**src/rtl/eau_pkg.sv**
```systemverilog
package eau_pkg;
  localparam int MW = 4;

  localparam logic [MW-1:0] MD_IMM  = 4'd0;
  localparam logic [MW-1:0] MD_DIR  = 4'd1;
  localparam logic [MW-1:0] MD_IND  = 4'd2;
  localparam logic [MW-1:0] MD_REG  = 4'd3;
  localparam logic [MW-1:0] MD_RIND = 4'd4;
  localparam logic [MW-1:0] MD_DISP = 4'd5;
  localparam logic [MW-1:0] MD_PRE  = 4'd6;
  localparam logic [MW-1:0] MD_POST = 4'd7;
  localparam logic [MW-1:0] MD_PUSH = 4'd8;
  localparam logic [MW-1:0] MD_POP  = 4'd9;

  typedef enum logic [2:0] {ST_IDLE, ST_CALC, ST_PTR, ST_OP, ST_DONE} st_e;
  typedef enum logic [1:0] {NX_DONE, NX_OP, NX_PTR} nx_e;
endpackage

```
**src/rtl/eau_sp.sv**
```systemverilog
module eau_sp #(
  parameter int DW = 16
) (
  input  logic          clk,
  input  logic          rst_n,
  input  logic          dec,
  input  logic          inc,
  output logic [DW-1:0] sp_o
);
  always_ff @(posedge clk or negedge rst_n) begin
    if (!rst_n)   sp_o <= '1;
    else if (dec) sp_o <= sp_o - DW'(1);
    else if (inc) sp_o <= sp_o + DW'(1);
  end
endmodule

```
**src/rtl/eau_step.sv**
```systemverilog
module eau_step import eau_pkg::*; #(
  parameter int DW = 16
) (
  input  logic [MW-1:0] mode,
  input  logic [DW-1:0] fld,
  input  logic [DW-1:0] rv,
  input  logic [DW-1:0] sp,
  output logic          rd,
  output logic          wr,
  output logic [DW-1:0] addr,
  output logic [DW-1:0] wdata,
  output logic [DW-1:0] ea,
  output logic [DW-1:0] opnd,
  output nx_e           nx,
  output logic          sp_dec,
  output logic          sp_inc,
  output logic          ill
);
  logic [DW-1:0] sum_fr;
  logic [DW-1:0] sp_m1;

  assign sum_fr = fld + rv;
  assign sp_m1  = sp - DW'(1);

  always_comb begin
    rd     = 1'b0;
    wr     = 1'b0;
    addr   = fld;
    wdata  = '0;
    ea     = '0;
    opnd   = '0;
    nx     = NX_DONE;
    sp_dec = 1'b0;
    sp_inc = 1'b0;
    ill    = 1'b0;
    case (mode)
      MD_IMM: opnd = fld;
      MD_DIR: begin
        rd = 1'b1; addr = fld; ea = fld; nx = NX_OP;
      end
      MD_IND: begin
        rd = 1'b1; addr = fld; ea = fld; nx = NX_PTR;
      end
      MD_REG: opnd = rv;
      MD_RIND: begin
        rd = 1'b1; addr = rv; ea = rv; nx = NX_OP;
      end
      MD_DISP: begin
        rd = 1'b1; addr = sum_fr; ea = sum_fr; nx = NX_OP;
      end
      MD_PRE: begin
        rd = 1'b1; addr = sum_fr; ea = sum_fr; nx = NX_PTR;
      end
      MD_POST: begin
        rd = 1'b1; addr = fld; ea = fld; nx = NX_PTR;
      end
      MD_PUSH: begin
        wr = 1'b1; addr = sp_m1; wdata = rv; ea = sp_m1; opnd = rv;
        sp_dec = 1'b1;
      end
      MD_POP: begin
        rd = 1'b1; addr = sp; ea = sp; nx = NX_OP; sp_inc = 1'b1;
      end
      default: ill = 1'b1;
    endcase
  end
endmodule

```
**src/rtl/eau_ptr.sv**
```systemverilog
module eau_ptr #(
  parameter int DW = 16
) (
  input  logic          post,
  input  logic [DW-1:0] ptr,
  input  logic [DW-1:0] rv,
  output logic [DW-1:0] ea
);
  logic [DW-1:0] idx;
  assign idx = post ? rv : '0;
  assign ea  = ptr + idx;
endmodule

```
**src/rtl/eau_top.sv**
```systemverilog
module eau_top import eau_pkg::*; #(
  parameter int DW   = 16,
  parameter int NREG = 8,
  localparam int RIW = $clog2(NREG)
) (
  input  logic           clk,
  input  logic           rst_n,
  input  logic           in_valid,
  output logic           in_ready,
  input  logic [MW-1:0]  in_mode,
  input  logic [DW-1:0]  in_field,
  input  logic [RIW-1:0] in_reg,
  output logic           out_valid,
  input  logic           out_ready,
  output logic [DW-1:0]  out_ea,
  output logic [DW-1:0]  out_operand,
  output logic           out_illegal,
  output logic [DW-1:0]  sp,
  output logic [RIW-1:0] rf_addr,
  input  logic [DW-1:0]  rf_rdata,
  output logic           mem_rd,
  output logic           mem_wr,
  output logic [DW-1:0]  mem_addr,
  output logic [DW-1:0]  mem_wdata,
  input  logic [DW-1:0]  mem_rdata
);
  st_e            st_q;
  logic [MW-1:0]  mode_q;
  logic [DW-1:0]  fld_q;
  logic [RIW-1:0] reg_q;
  logic [DW-1:0]  ea_q;
  logic [DW-1:0]  opnd_q;
  logic           ill_q;

  logic           s_rd, s_wr, s_dec, s_inc, s_ill;
  logic [DW-1:0]  s_addr, s_wdata, s_ea, s_opnd;
  nx_e            s_nx;
  logic [DW-1:0]  ptr_ea;
  logic           calc_en;

  assign calc_en = (st_q == ST_CALC);
  assign rf_addr = reg_q;

  eau_step #(.DW(DW)) u_step (
    .mode  (mode_q),
    .fld   (fld_q),
    .rv    (rf_rdata),
    .sp    (sp),
    .rd    (s_rd),
    .wr    (s_wr),
    .addr  (s_addr),
    .wdata (s_wdata),
    .ea    (s_ea),
    .opnd  (s_opnd),
    .nx    (s_nx),
    .sp_dec(s_dec),
    .sp_inc(s_inc),
    .ill   (s_ill)
  );

  eau_ptr #(.DW(DW)) u_ptr (
    .post(mode_q == MD_POST),
    .ptr (mem_rdata),
    .rv  (rf_rdata),
    .ea  (ptr_ea)
  );

  eau_sp #(.DW(DW)) u_sp (
    .clk (clk),
    .rst_n(rst_n),
    .dec (calc_en & s_dec),
    .inc (calc_en & s_inc),
    .sp_o(sp)
  );

  always_comb begin
    mem_rd    = 1'b0;
    mem_wr    = 1'b0;
    mem_addr  = ea_q;
    mem_wdata = '0;
    case (st_q)
      ST_CALC: begin
        mem_rd    = s_rd;
        mem_wr    = s_wr;
        mem_addr  = s_addr;
        mem_wdata = s_wdata;
      end
      ST_PTR: begin
        mem_rd   = 1'b1;
        mem_addr = ptr_ea;
      end
      default: ;
    endcase
  end

  always_ff @(posedge clk or negedge rst_n) begin
    if (!rst_n) begin
      st_q   <= ST_IDLE;
      mode_q <= '0;
      fld_q  <= '0;
      reg_q  <= '0;
      ea_q   <= '0;
      opnd_q <= '0;
      ill_q  <= 1'b0;
    end else begin
      case (st_q)
        ST_IDLE: if (in_valid) begin
          mode_q <= in_mode;
          fld_q  <= in_field;
          reg_q  <= in_reg;
          st_q   <= ST_CALC;
        end
        ST_CALC: begin
          ea_q   <= s_ea;
          opnd_q <= s_opnd;
          ill_q  <= s_ill;
          case (s_nx)
            NX_OP:   st_q <= ST_OP;
            NX_PTR:  st_q <= ST_PTR;
            default: st_q <= ST_DONE;
          endcase
        end
        ST_PTR: begin
          ea_q <= ptr_ea;
          st_q <= ST_OP;
        end
        ST_OP: begin
          opnd_q <= mem_rdata;
          st_q   <= ST_DONE;
        end
        ST_DONE: if (out_ready) st_q <= ST_IDLE;
        default: st_q <= ST_IDLE;
      endcase
    end
  end

  assign in_ready    = (st_q == ST_IDLE);
  assign out_valid   = (st_q == ST_DONE);
  assign out_ea      = ea_q;
  assign out_operand = opnd_q;
  assign out_illegal = out_valid & ill_q;
endmodule

```
**config.mk**
```make
export PLATFORM = sky130hd
export DESIGN_NAME = eau_top
export DESIGN_NICKNAME = d
export VERILOG_FILES = /design/src/rtl/eau_pkg.sv /design/src/rtl/eau_sp.sv /design/src/rtl/eau_step.sv /design/src/rtl/eau_ptr.sv /design/src/rtl/eau_top.sv
export SDC_FILE = /design/constraint.sdc
export NUM_CORES = 1
export LEC_CHECK = 0
export ABC_AREA = 1
export ABC_CLOCK_PERIOD_IN_PS = 4600
export BUFFER_PORTS_ARGS = -buffer_cell sky130_fd_sc_hd__buf_2
export CELL_PAD_IN_SITES_DETAIL_PLACEMENT = 2
export CELL_PAD_IN_SITES_GLOBAL_PLACEMENT = 2
export CORE_ASPECT_RATIO = 0.75
export CORE_MARGIN = 1.5
export CORE_UTILIZATION = 32
export DETAILED_ROUTE_END_ITERATION = 6
export PLACE_DENSITY = 0.94
export SLEW_MARGIN = 5
export SYNTH_ARGS = -nofsm -noshare
export SYNTH_HDL_FRONTEND = slang
export SYNTH_SLANG_ARGS = --single-unit
```
**constraint.sdc**
```tcl
create_clock -name clk -period 4.6 [get_ports clk]
set_input_delay 0.23 -clock clk [delete_from_list [all_inputs] [get_ports clk]]
set_output_delay 0.23 -clock clk [all_outputs]
set_load 0.03 [all_outputs]
```
==> metrics.txt <==
Mapped Nets 1176; Setup Viol. Count Final 0; largest net degree at the start of global routing 42; max-slew violations 0; Avg Cell Area, Syn 6.34 um^2; Worst path most repeated cell nand2_1; cell taking the most area after synthesis dfrtp_1; ys async rst share 100%; first-pass GRT wire length 52400 um; Multi-input gate area 0.00422 mm^2; Arr. time, crit path 3.77 ns; top cells by area, synth dfrtp_1 22%, nand2_1 18%, nand3_1 7.7%, inv_1 6.7%, nor2_1 6.3%; die area 0.0223 mm^2; cell at the slowest stage of the critical path dfrtp_1; status finished clean; final hold violations 0; slowest stage delay, CP 0.67 ns; FP Rows 46; drt wl/cell 22.6 um; Die Span Y 130 um; Fin Clk Skew 0.00695 ns; H-tree depth 3; final critical-path required period 4.00 ns; RSZ-0062 raised after global routing no; post-CTS setup buffers 0; total grt overflow 0; CTS tree yes; via count 8370; Power Density 766 mW/mm^2; total track usage 31.3%; worst path bufs/invs 3; Initial Utilization 32.6%; leakage power 4.49 nW; area grow syn2layout 18.4%; Detail Route Antenna Nets 0; Post-DP HPWL 26300 um; initial antenna violation count 1; Worst Setup Start Kind register; Mapped Area 0.00686 mm^2; Final Net Count 1308; dpl ws 1.14 ns; final wirelength 34100 um; commonest cells after routing, fill and taps aside 334 x nand2_1, 145 x buf_2, 123 x inv_1; number of flops mapped to enable cells by yosys 0; share of layout cells above drive strength 1 19.4%; Port Buffer Count 146; crit-path cells nand2_1 > nor2_2 > inv_2 > nor2_1 > ha_1 > a21oi_1 > nand2_1 > nand2_1 > nand2_1 > a21oi_1 > or2_2 > nand3_1 > nand2_1 > clkinv_1 > nand2_1 > buf_2; Max IR drop VDD 0.542 mV; fmax 0.250 GHz; Root Driver clkbuf_16; Chip Width 172 um; vias in the first global route 9127; fill count 2662; Sequential Area 0.00190 mm^2; Required @ worst endpoint 4.37 ns; most common cell after layout, fill and taps aside nand2_1; Setup WS post-layout 0.597 ns; Clock Latency Late Sink 0.36 ns; Seq/Total Area, Yosys 27.7%; Worst-Margin Slew 0.816 ns; DRT Pass-1 Iters 5; CP endpoint kind output pin; Yosys cell types 54; # diodes 0; Top FF cell, synth dfrtp_1; Setup TNS Final 0 ns; CORE AREA 0.0211 mm^2; crit-path max FO 17; IO Pins 147; Post-Synthesis Cells 1082; Sink Count 75; Yosys warning count 0; Iteration-0 DRC Markers 460; gpl congestion 0.913; area share of the largest cell type after synthesis 21.5%; Crit Path Class reg -> out; vias per cell 5.55; hold crit path type in -> reg; Residual DRC 0; Max-Cap Viols 0; CTS max path bufs 2; Yosys reg bits 75; clk slew on worst S/H paths 0.07 ns; Slew HR 45.6%; final worst path period share 87.0%; TritonCTS Buffers 9; CP delay by family, top simple AND/OR/NAND/NOR gates
## layout make-up
type | count | area share (%)
Clock buffer | 9 | 2.77
Clock inverter | 7 | 1.02
Inverter | 152 | 7.09
Multi-Input combinational cell | 826 | 51.9
Sequential cell | 75 | 23.4
Tap cell | 288 | 4.44
Timing Repair Buffer | 150 | 9.43
## cell usage after synthesis (all sizes together) (2+ instances only)
| cell | n |
|---|---|
| a21oi | 80 |
| a22o | 2 |
| a22oi | 3 |
| a31oi | 3 |
| a32oi | 2 |
| buf | 22 |
| clkbuf | 7 |
| clkinv | 7 |
| dfrtp | 59 |
| dfstp | 16 |
| fa | 2 |
| ha | 33 |
| inv | 145 |
| mux2 | 5 |
| nand2 | 340 |
| nand3 | 107 |
| nand3b | 2 |
| nand4 | 10 |
| nor2 | 126 |
| nor3 | 8 |
| nor3b | 2 |
| o211ai | 3 |
| o21a | 4 |
| o21ai | 49 |
| o221ai | 2 |
| o22ai | 19 |
| o32ai | 2 |
| or2 | 4 |
| xnor2 | 2 |
| xor2 | 12 |
## stage by stage
step	total power, mW	util (%)	std cells	instance area, um^2	hold slack [ns]
finish	6.22	38.6	1507	8120	0.0766
global route	6.63	38.6	1507	8120	0.0806
CTS	6.19	38.6	1507	8120	0.0686
detailed placement	5.31	37.1	1490	7800	0.262
global placement	5.03	37.1	1490	7800	0.249
floorplan	4.01	-	1082	6860	-0.0656
## worst paths after layout
check                                  startpoint                     end  slack (ns)  depth (start not counted)
min                                     in_reg[1]  rf_addr[1]$_DFFE_PN0P_        0.08                          2
min in group asynchronous                   rst_n   fld_q[11]$_DFFE_PN0P_        0.42                          2
max in group asynchronous                   rst_n   out_ea[3]$_DFFE_PN0N_        3.14                          3
min reg2reg                rf_addr[2]$_DFFE_PN0P_  rf_addr[2]$_DFFE_PN0P_        0.49                          1
max reg2reg                 mode_q[0]$_DFFE_PN0P_  out_ea[10]$_DFFE_PN0N_        1.32                         13
max                         mode_q[0]$_DFFE_PN0P_             mem_addr[9]        0.60                         16
## metal layers
layer	vias to the layer above	part of all wire, %	wire length (um)	global-route usage, %
li1	3759	-	-	-
met1	4237	45	15200	40.1
met2	288	47	15900	53.2
met3	84	5.4	1840	5.13
met4	2	3.1	1060	11.7
met5	-	0.038	13	0
## sequential cells by signal (all words and copies together), names as in the netlist
register,cells
ill_q,1
st_q,3
u_sp.sp_o,16
out_ea,16
out_operand,16
fld_q,16
mode_q,4
rf_addr,3
## power by group
group          total, mW  leakage, nW  switching (mW)  internal, mW
Clock              0.801        0.145           0.370         0.431
Sequential          1.33        0.904           0.345         0.983
Combinational       4.09         3.44            2.98          1.11
## timing repair
| item | 4_1_cts | 5_1_grt |
|---|---|---|
| hold endpoints to repair | 35 | 0 |
| hold buffers | 1 | 0 |
| resized for setup | 0 | 0 |
## cells by family (layout without fill, tap and decap cells)
family | Yosys count | count (layout) | synth area share, %
multiplexers | 5 | 5 | 0.821
AO/OA/AOI/OAI | 172 | 172 | 14.5
buffers and inverters | 181 | 318 | 10.9
XOR/XNOR | 14 | 14 | 1.79
adder cells (fa/ha/maj) | 35 | 35 | 6.60
AND/OR/NAND/NOR | 600 | 600 | 37.8
flip-flops | 75 | 75 | 27.7
## worst register-to-register path, delay by kind of cell (launching register included)
family                   cells  cell delay (ns)
adder cells (fa/ha/maj)      1             0.29
AO/OA/AOI/OAI                3             0.76
flip-flops                   1             0.67
AND/OR/NAND/NOR              6             1.05
buffers and inverters        3             0.40
Note: power is estimated with default switching activity, not from simulation.
